===== src/rtl/strm_src_pkg.sv =====
package strm_src_pkg;

    localparam int ADDR_W = 64;
    localparam int WORD_W = 32;
    localparam int CNT_W  = 30;

    typedef enum logic [2:0] {
        RIDX_ADDR_LO = 3'd0,
        RIDX_ADDR_HI = 3'd1,
        RIDX_SIZE    = 3'd2,
        RIDX_CTRL    = 3'd3,
        RIDX_CSUM    = 3'd4
    } reg_idx_e;

    // control register, bit 2 down to bit 0
    typedef struct packed {
        logic flip;
        logic strm_hold;
        logic mem_hold;
    } ctrl_t;

    function automatic logic [WORD_W-1:0] swap_bytes(input logic [WORD_W-1:0] w);
        logic [WORD_W-1:0] r;
        for (int b = 0; b < WORD_W/8; b++) begin
            r[8*b +: 8] = w[8*(WORD_W/8-1-b) +: 8];
        end
        return r;
    endfunction

endpackage


===== src/rtl/src_req_issue.sv =====
module src_req_issue
    import strm_src_pkg::*;
#(
    parameter int DEPTH = 16,
    parameter int LVL_W = 5
) (
    input  logic              clk,
    input  logic              rst,
    input  logic              ld_lo,
    input  logic              ld_hi,
    input  logic [WORD_W-1:0] wdata,
    input  logic              start,
    input  logic [CNT_W-1:0]  words,
    input  logic              hold,
    input  logic [LVL_W-1:0]  fifo_level,
    input  logic              rsp_fire,
    input  logic              req_ready,
    output logic              req_valid,
    output logic [ADDR_W-1:0] req_addr,
    output logic [LVL_W-1:0]  outstanding
);
    localparam logic [LVL_W:0] LIMIT = (LVL_W+1)'(DEPTH);

    logic [ADDR_W-1:0] addr_q;
    logic [CNT_W-1:0]  left_q;
    logic [LVL_W-1:0]  out_q;
    logic              room;
    logic              fire;

    assign room      = ({1'b0, fifo_level} + {1'b0, out_q}) < LIMIT;
    assign req_valid = (left_q != '0) && !hold && room;
    assign fire      = req_valid && req_ready;
    assign req_addr  = addr_q;
    assign outstanding = out_q;

    always_ff @(posedge clk) begin
        if (rst) begin
            addr_q <= '0;
            left_q <= '0;
            out_q  <= '0;
        end else begin
            if (ld_lo) addr_q[31:0]  <= wdata;
            if (ld_hi) addr_q[63:32] <= wdata;
            if (start) begin
                left_q <= words;
            end else if (fire) begin
                left_q <= left_q - 1'b1;
                addr_q <= addr_q + 64'd4;
            end
            case ({fire, rsp_fire})
                2'b10:   out_q <= out_q + 1'b1;
                2'b01:   out_q <= out_q - 1'b1;
                default: out_q <= out_q;
            endcase
        end
    end
endmodule


===== src/rtl/src_word_fifo.sv =====
module src_word_fifo #(
    parameter int DEPTH = 16,
    parameter int W     = 32,
    parameter int LVL_W = 5
) (
    input  logic             clk,
    input  logic             rst,
    input  logic             push,
    input  logic [W-1:0]     push_data,
    input  logic             pop,
    output logic [W-1:0]     head,
    output logic             not_empty,
    output logic [LVL_W-1:0] level
);
    localparam int PTR_W = (DEPTH > 1) ? $clog2(DEPTH) : 1;

    logic [W-1:0]     mem_q [DEPTH];
    logic [PTR_W-1:0] wr_q;
    logic [PTR_W-1:0] rd_q;
    logic [LVL_W-1:0] lvl_q;

    assign head      = mem_q[rd_q];
    assign not_empty = (lvl_q != '0);
    assign level     = lvl_q;

    always_ff @(posedge clk) begin
        if (push) mem_q[wr_q] <= push_data;
    end

    always_ff @(posedge clk) begin
        if (rst) begin
            wr_q  <= '0;
            rd_q  <= '0;
            lvl_q <= '0;
        end else begin
            if (push) wr_q <= wr_q + 1'b1;
            if (pop)  rd_q <= rd_q + 1'b1;
            case ({push, pop})
                2'b10:   lvl_q <= lvl_q + 1'b1;
                2'b01:   lvl_q <= lvl_q - 1'b1;
                default: lvl_q <= lvl_q;
            endcase
        end
    end
endmodule


===== src/rtl/src_stream_out.sv =====
module src_stream_out
    import strm_src_pkg::*;
(
    input  logic              clk,
    input  logic              rst,
    input  logic              start,
    input  logic [CNT_W-1:0]  words,
    input  logic              eom,
    input  logic              fifo_has,
    input  logic [WORD_W-1:0] fifo_word,
    input  logic              hold,
    input  logic              flip,
    input  logic              st_ready,
    output logic              st_valid,
    output logic [WORD_W-1:0] st_data,
    output logic              st_last,
    output logic              pop,
    output logic [CNT_W-1:0]  left,
    output logic              eom_flag,
    output logic              active,
    output logic              done
);
    logic [CNT_W-1:0] left_q;
    logic             eom_q;
    logic             act_q;
    logic             done_q;
    logic             final_word;

    assign final_word = (left_q == CNT_W'(1));
    assign st_valid   = act_q && fifo_has && !hold;
    assign st_data    = flip ? swap_bytes(fifo_word) : fifo_word;
    assign st_last    = st_valid && eom_q && final_word;
    assign pop        = st_valid && st_ready;
    assign left       = left_q;
    assign eom_flag   = eom_q;
    assign active     = act_q;
    assign done       = done_q;

    always_ff @(posedge clk) begin
        if (rst) begin
            left_q <= '0;
            eom_q  <= 1'b0;
            act_q  <= 1'b0;
            done_q <= 1'b0;
        end else begin
            done_q <= 1'b0;
            if (start) begin
                left_q <= words;
                eom_q  <= eom;
                act_q  <= (words != '0);
                done_q <= (words == '0);
            end else if (pop) begin
                left_q <= left_q - 1'b1;
                if (final_word) begin
                    act_q  <= 1'b0;
                    done_q <= 1'b1;
                end
            end
        end
    end
endmodule


===== src/rtl/src_csum.sv =====
module src_csum
    import strm_src_pkg::*;
(
    input  logic              clk,
    input  logic              rst,
    input  logic              clr,
    input  logic              add,
    input  logic [WORD_W-1:0] word,
    output logic [WORD_W-1:0] sum
);
    logic [WORD_W-1:0] sum_q;
    assign sum = sum_q;

    always_ff @(posedge clk) begin
        if (rst)      sum_q <= '0;
        else if (clr) sum_q <= add ? word : '0;
        else if (add) sum_q <= sum_q + word;
    end
endmodule


===== src/rtl/strm_src_dma.sv =====
module strm_src_dma
    import strm_src_pkg::*;
#(
    parameter int FIFO_DEPTH = 16
) (
    input  logic        clk,
    input  logic        rst,
    input  logic        reg_wr,
    input  logic [2:0]  reg_idx,
    input  logic [31:0] reg_wdata,
    output logic [31:0] reg_rdata,
    output logic        mem_req_valid,
    input  logic        mem_req_ready,
    output logic [63:0] mem_req_addr,
    input  logic        mem_rsp_valid,
    input  logic [31:0] mem_rsp_data,
    output logic        st_valid,
    input  logic        st_ready,
    output logic [31:0] st_data,
    output logic        st_last,
    output logic        busy,
    output logic        done
);
    localparam int LVL_W = $clog2(FIFO_DEPTH + 1);

    ctrl_t            ctrl_q;
    logic             idle;
    logic             ld_lo, ld_hi, start, csum_clr;
    logic [31:0]      lo_data;
    logic [LVL_W-1:0] fifo_level;
    logic [LVL_W-1:0] outstanding;
    logic             fifo_has;
    logic [31:0]      fifo_word;
    logic             pop;
    logic [CNT_W-1:0] left;
    logic             eom_flag;
    logic             active;
    logic [31:0]      csum;
    logic             mem_hold_w;
    logic             strm_hold_w;

    assign idle     = !active;
    assign ld_lo    = reg_wr && idle && (reg_idx == RIDX_ADDR_LO);
    assign ld_hi    = reg_wr && idle && (reg_idx == RIDX_ADDR_HI);
    assign start    = reg_wr && idle && (reg_idx == RIDX_SIZE);
    assign csum_clr = reg_wr && (reg_idx == RIDX_CSUM);
    assign lo_data  = ld_lo ? {reg_wdata[31:2], 2'b00} : reg_wdata;
    assign mem_hold_w  = ctrl_q.mem_hold;
    assign strm_hold_w = ctrl_q.strm_hold;
    assign busy     = active;

    always_ff @(posedge clk) begin
        if (rst)                                     ctrl_q <= '0;
        else if (reg_wr && (reg_idx == RIDX_CTRL))   ctrl_q <= ctrl_t'(reg_wdata[2:0]);
    end

    src_req_issue #(.DEPTH(FIFO_DEPTH), .LVL_W(LVL_W)) u_issue (
        .clk(clk), .rst(rst),
        .ld_lo(ld_lo), .ld_hi(ld_hi), .wdata(lo_data),
        .start(start), .words(reg_wdata[31:2]),
        .hold(mem_hold_w), .fifo_level(fifo_level), .rsp_fire(mem_rsp_valid),
        .req_ready(mem_req_ready), .req_valid(mem_req_valid),
        .req_addr(mem_req_addr), .outstanding(outstanding)
    );

    src_word_fifo #(.DEPTH(FIFO_DEPTH), .W(WORD_W), .LVL_W(LVL_W)) u_fifo (
        .clk(clk), .rst(rst),
        .push(mem_rsp_valid), .push_data(mem_rsp_data), .pop(pop),
        .head(fifo_word), .not_empty(fifo_has), .level(fifo_level)
    );

    src_stream_out u_out (
        .clk(clk), .rst(rst),
        .start(start), .words(reg_wdata[31:2]), .eom(reg_wdata[0]),
        .fifo_has(fifo_has), .fifo_word(fifo_word),
        .hold(strm_hold_w), .flip(ctrl_q.flip), .st_ready(st_ready),
        .st_valid(st_valid), .st_data(st_data), .st_last(st_last),
        .pop(pop), .left(left), .eom_flag(eom_flag),
        .active(active), .done(done)
    );

    src_csum u_csum (
        .clk(clk), .rst(rst),
        .clr(csum_clr), .add(mem_rsp_valid), .word(mem_rsp_data),
        .sum(csum)
    );

    always_comb begin
        case (reg_idx)
            RIDX_ADDR_LO: reg_rdata = mem_req_addr[31:0];
            RIDX_ADDR_HI: reg_rdata = mem_req_addr[63:32];
            RIDX_SIZE:    reg_rdata = {left, 1'b0, eom_flag};
            RIDX_CTRL:    reg_rdata = {29'd0, ctrl_q};
            RIDX_CSUM:    reg_rdata = csum;
            default:      reg_rdata = 32'd0;
        endcase
    end
endmodule


===== config.mk =====
export PLATFORM = sky130hd
export DESIGN_NAME = strm_src_dma
export DESIGN_NICKNAME = d
export VERILOG_FILES = /design/src/rtl/strm_src_pkg.sv /design/src/rtl/src_req_issue.sv /design/src/rtl/src_word_fifo.sv /design/src/rtl/src_stream_out.sv /design/src/rtl/src_csum.sv /design/src/rtl/strm_src_dma.sv
export SDC_FILE = /design/constraint.sdc
export NUM_CORES = 1
export LEC_CHECK = 0
export BUFFER_PORTS_ARGS = -buffer_cell sky130_fd_sc_hd__clkbuf_2
export CAP_MARGIN = 30
export CORE_MARGIN = 2
export CORE_UTILIZATION = 45
export DETAILED_ROUTE_END_ITERATION = 7
export SLEW_MARGIN = 20
export SYNTH_ARGS = -nofsm -noshare
export SYNTH_HDL_FRONTEND = slang
export SYNTH_SLANG_ARGS = --single-unit

===== constraint.sdc =====
create_clock -name clk -period 4.6 [get_ports clk]
set_input_delay 0.69 -clock clk [delete_from_list [all_inputs] [get_ports clk]]
set_output_delay 0.69 -clock clk [all_outputs]
set_load 0.02 [all_outputs]

---- Word level (Yosys, flattened, before mapping) ----
Memories as Yosys holds them, arrays and structs flattened. A register that Yosys moved wholly into a read port is not among the register bits.
Index checks and enable logic that the tools add are counted.
word-level totals
  flip-flop bits (word level) ............. 180
  memory bits (writable) .................. 512
  input port bits ......................... 73
  output and inout port bits .............. 133
  logic and storage cells ................. 91
  memories kept ........................... 1
operators by class
  $add $sub $neg .......................... 11
  order comparisons ....................... 1
  equal/unequal tests ..................... 9
  mux-type cells .......................... 26
  reductions and logical operators ........ 29
memory list
  name          depth  width  read ports  clocked after Yosys merged registers in  write ports  line                 source
  u_fifo.mem_q  16     32     1           1                                        1            src_word_fifo.sv:17  logic [W-1:0] mem_q [DEPTH];
operators by type and width
  operator                                                                       number
  32-bit 2-to-1 mux                                                              6
  32-bit case mux with 5 select lines                                            1
  64-bit 2-to-1 mux                                                              2
  30-bit 2-to-1 mux                                                              4
  64-bit by 3-bit adder with 64-bit output (second input constant)               1
  30-bit nonzero test                                                            2
  30-bit by 1-bit subtractor with 30-bit output (second input constant)          2
  32-bit adder                                                                   1
  30-bit by 1-bit == test with 1-bit output (second input constant)              1
  30-bit logical NOT                                                             1
  5-bit case mux with 2 select lines                                             2
  1-bit logical AND                                                              14
  2-bit nonzero test                                                             6
  5-bit by 1-bit adder with 5-bit output (second input constant)                 2
  5-bit by 1-bit subtractor with 5-bit output (second input constant)            2
  4-bit by 1-bit adder with 4-bit output (second input constant)                 2
  1-bit 2-to-1 mux                                                               8
  4-bit 2-to-1 mux                                                               2
  5-bit by 5-bit adder with 6-bit output                                         1
  3-bit by 2-bit == test with 1-bit output (second input constant)               2
  6-bit by 5-bit less-than comparator with 1-bit output (second input constant)  1
  5-bit nonzero test                                                             1
  2-bit by 1-bit == test with 1-bit output (second input constant)               2
  2-bit == test (second input constant)                                          2
  other kinds (6)                                                                8

---- Depth between registers and ports, before layout ----
  word-level depth ........................ 7
  depth in mapped cells ................... 17
  mapped depth without buffers ............ 16

---- Modules after synthesis ----
A second synthesis with hierarchy kept.
unflattened totals
  cell total of the unflattened synthesis .. 2462
  area, all modules ....................... 32338.5 um2
by module, submodules not included
  module          instances  cells each  area an instance (um2)  sequential area each (um2)
  src_word_fifo   1          894         20040.5                 15715.1
  src_req_issue   1          742         5860.6                  1981.9
  src_csum        1          394         2954.1                  640.6
  src_stream_out  1          287         2444.8                  660.6
  strm_src_dma    1          145         1038.5                  60.1

---- Least setup slack after synthesis ----
OpenSTA, ideal clock, no wires.
  path type ............................... register to register
  from .................................... reg u_out.act_q, in the netlist u_out.active
  to ...................................... reg u_fifo.lvl_q[4], in the netlist u_fifo.level[4]
  library setup time ...................... 70 ps
  data arrival time ....................... 3373 ps
  data required time ...................... 4530 ps
  setup slack ............................. 1156 ps
  cell stages (with the launch flop) ...... 16
  buffers on the path ..................... 2
  clock period less this slack ............ 3444 ps
  path through ............................ dfxtp_1 -> nand2b_1 -> a21oi_1 -> nand2_1 -> inv_1 -> clkbuf_1 -> clkbuf_1 -> ha_1 -> inv_1 -> fa_1 -> inv_1 -> a21o_1 -> a21oi_1 -> xnor2_1 -> or3_1 -> a21oi_1
on the way
  longest elaborated chain between the ends .. 5
  elaborated cells on any way between the ends .. 7
  those cells by class .................... 2 x eq/ne; 1 x mux; 4 x reduce/logical
ends and longest elaborated chain
  what                                                                       line                  source
  start: declaration                                                         src_stream_out.sv:25  logic act_q;
  start signal: assignment                                                   src_stream_out.sv:50  act_q <= (words != '0);
  1-bit logical AND * (2 in series)                                          src_stream_out.sv:30  assign st_valid = act_q && fifo_has && !hold;
  named net st_valid                                                         strm_src_dma.sv:17    output logic st_valid,
  1-bit logical AND *                                                        src_stream_out.sv:33  assign pop = st_valid && st_ready;
  2-bit by 1-bit == test with 1-bit output or 2-bit == test (tied branches)  src_word_fifo.sv:38   case ({push, pop})
  5-bit case mux with 2 select lines or 2-bit nonzero test (tied branches)   n/a
  end signal: assignment                                                     src_word_fifo.sv:39   2'b10: lvl_q <= lvl_q + 1'b1;
  end signal: assignment                                                     src_word_fifo.sv:40   2'b01: lvl_q <= lvl_q - 1'b1;
  end signal: assignment                                                     src_word_fifo.sv:41   default: lvl_q <= lvl_q;
  end: declaration                                                           src_word_fifo.sv:20   logic [LVL_W-1:0] lvl_q;
Mark *: on every way through the listed nets, which the timed path passes. The rest lies on a longest branch.
A chain may end at the register's enable or synchronous reset.

---- Final worst setup path ----
  from .................................... reg u_out.left_q[6], in the netlist u_out.left[6]
  to ...................................... out st_last
on the way
  longest elaborated chain between the ends .. 2
ends and longest elaborated chain
  what                                       line                  source
  start: declaration                         src_stream_out.sv:23  logic [CNT_W-1:0] left_q;
  start signal: assignment                   src_stream_out.sv:48  left_q <= words;
  start signal: assignment                   src_stream_out.sv:53  left_q <= left_q - 1'b1;
  30-bit by 1-bit == test with 1-bit output  src_stream_out.sv:29  assign final_word = (left_q == CNT_W'(1));
  1-bit logical AND                          src_stream_out.sv:32  assign st_last = st_valid && eom_q && final_word;
  end: declaration                           strm_src_dma.sv:20    output logic st_last,
No other way between the ends.

==> results_dict.tcl <==
set metrics [dict create \
    first_pass_detailed_route_iteration_total 5 \
    slew-limit-headroom_pct 27.8 \
    grtUsageTotal_pct 26.3 \
    layout.filler_cells 5942 \
    drv_cap 0 \
    power.density_cell_area_nw_per_um2 436 \
    layout.nets 2698 \
    synth_edf_count 512 \
    power.leakage_nw 12.5 \
    num_vias 22200 \
    tightest_slew_ns 1.07 \
    grt_max_degree 105 \
    cts_sinks 696 \
    worstPathArrival_ns 3.43 \
    cts.repair.resized 0 \
    outcome "completed" \
    detailedRoute.firstIterationViolations 2117 \
    dp_hpwl_mm 64.4 \
    final.period_utilization_pct 89.6 \
    totalNegativeSetupSlack_ns 0 \
    max_clock_freq_mhz 243 \
    yosys_warnings 0 \
    synthMostInstantiatedCell "edfxtp_1" \
    drcViolationCount 0 \
    route.detailed.vias_per_inst 6.20 \
    finClkSkew_ns 0.0228 \
    max-vdd-ir-drop_uv 259 \
    synth_top_flop_cell "edfxtp_1" \
    place.detailed.instances 3431 \
    path_max_fanout 8 \
    core-area_um2 70000 \
    synth_commonest_cells "edfxtp_1 (512), dfxtp_1 (184), a21oi_1 (173)" \
    hold_class "in -> reg" \
    synth_area_per_cell_um2 13.4 \
    h_tree_lvl_count 3 \
    pin_count 206 \
    synth_cells 2373 \
    syn_area_um2 31800 \
    finalCriticalPeriod_ns 4.12 \
    postCtsHoldBufs 0 \
    post_route_cells_drive_above_1_share_pct 24.1 \
    worstSetupStartpointType "register" \
    wirelength_per_cell_um 27.0 \
    cts_buffer_depth 3 \
    design.die.area_um2 72800 \
    required_time_at_the_worst_slack_endpoint_ns 3.91 \
    row_count 97 \
    route.final.wire_length_mm 96.5 \
    antenna_found_initial 6 \
    worst-r2r-setup-slack_ns 0.60 \
    insertion_delay_ns 0.64 \
    die_x_um 270 \
    synth.yosys.seq_area_share_pct 59.9 \
    cts_setup_buffers 0 \
    tritoncts "done" \
    synth_top_cell_by_area "edfxtp_1" \
    floorplan.initialDensity_pct 45.4 \
    clock-root-buffer "clkbuf_16" \
    place_congestion 0.955 \
    worst_setup_hold_path_clk_slew_ns 0.06 \
    syn2layout_area_growth_pct 14.9 \
    yosys.area.top_type_share_pct 48.3 \
    synth_cell_types 81 \
    vias_in_the_first_global_route 22100 \
    yosys_register_bits 696 \
    setup_viol_count_final 0 \
    maxSlewViolCount 0 \
    unrepaired_setup_endpoints_after_global_routing "no" \
    finish.cell_count_without_fillers 3576 \
    synth_area_leaders "edfxtp_1 (48%), dfxtp_1 (12%), mux4_2 (11%)" \
    antenna_left 0 \
    first_pass_grt_wire_length_mm 143 \
    mappedNetlistNets 2500 \
    dieHeight_um 270 \
    cts_made_buffers 76 \
    setup.worst_path.end_class "primary output" \
    ys_async_sr_fraction_pct 0 \
    grt-ovfl-total 0 \
    criticalPathCategory "reg -> out" \
    place.port_buffers 205 \
    hold_viol 0 \
]
==> path summary, 6_finish.rpt <==
kind / start / to / cells past startpoint
worst min register to register: u_issue.outstanding[4] / u_issue.outstanding[4] / 2
worst max register to register: u_issue.outstanding[1] / u_issue.outstanding[4] / 15
worst min-delay path: reg_wdata[16] / u_issue.req_addr[48] / 3
worst max-delay path: u_out.left[6] / st_last / 8
==> kinds of logic after synthesis <==
group                      share of synthesized area [%]
and+or+nand+nor                                     10.1
adders and majority gates                           2.17
DFF                                                 59.9
buffers and inverters                               2.32
xor gates and xnor gates                            1.93
AOI/OAI and AO/OA                                   10.8
muxes                                               12.8
==> layout make-up <==
cell class	instances	area, µm²	area share, %
clock inverters	39	429	1.17
flip-flops and latches	696	19100	52.2
repair buffers	273	1610	4.39
clock buffers	100	2060	5.65
multi-input cells	1491	12100	33.0
inverters	33	124	0.339
diodes	4	10.0	0.0274
well taps	940	1180	3.22
==> critical path, stage by stage, from the launching register on <==
cell and delay, ns:
dfxtp_1 0.43, or4_1 0.63, nor4_1 0.26, buf_4 0.19, nand2_1 0.13, nor3_1 0.36, nand4_1 0.34, nor2_1 0.26
clkbuf_2 0.20
==> through the flow <==
stage	utilization (%)	power (W)	worst slack, ns	hold slack, ns	area, µm²
6_report	52.2	0.0159	0.479	0.344	36600
5_1_grt	52.2	0.0165	0.307	0.358	36500
3_5_place_dp	48.6	0.00989	0.577	0.489	34000
2_1_floorplan	-	0.00906	1.16	0.447	31800
4_1_cts	52.1	0.0160	0.442	0.313	36500
3_3_place_gp	48.6	0.00982	0.619	0.477	34000
==> registers in the layout, indices dropped and copies added, names as in the netlist, named ones only <==
signal and flops:
u_out.active 1, mem_hold_w 1, u_out.eom_flag 1, u_issue.outstanding 5
u_fifo.wr_q 4, u_csum.sum 32, ctrl_q 1, u_issue.left_q 30
u_fifo.level 5, u_fifo.rd_q 4, u_out.left 30, u_out.done 1
strm_hold_w 1, u_fifo.mem_q 512, u_issue.req_addr 64
==> power by group <==
part / leakage [nW] / switching, W / internal, W
combinational: 5.17 / 0.00157 / 0.000939
clock: 1.21 / 0.00257 / 0.00354
sequential: 6.13 / 0.000311 / 0.00700
total: 12.5 / 0.00445 / 0.0115
==> cells in the final DEF, fill, tap and decap left out, types with 28 or more instances in the layout <==
master / netlist / final
edfxtp_1: 512 / 512
dfxtp_1: 184 / 179
nand2_1: 171 / 169
mux4_2: 160 / 160
nor3_1: 54 / 53
clkbuf_16: 0 / 78
a221o_1: 29 / 29
nor4_1: 41 / 41
xnor2_1: 43 / 43
clkbuf_2: 1 / 204
inv_1: 32 / 32
mux2_2: 36 / 36
nand3_1: 55 / 55
ha_1: 52 / 52
buf_4: 0 / 63
o21ai_0: 75 / 75
a21oi_1: 173 / 173
and3_1: 28 / 28
a31oi_1: 47 / 47
nor2_1: 163 / 161
==> layer usage <==
layer  wire, µm  global-route usage, %  up-vias
met1      39000                   34.7    11100
li1           -                      -     9787
met2      45400                   42.5     1015
met3       7840                   4.69      200
met5         34                      0        -
met4       4280                   11.7        6
No activity file was read; power rests on OpenSTA's default activity.
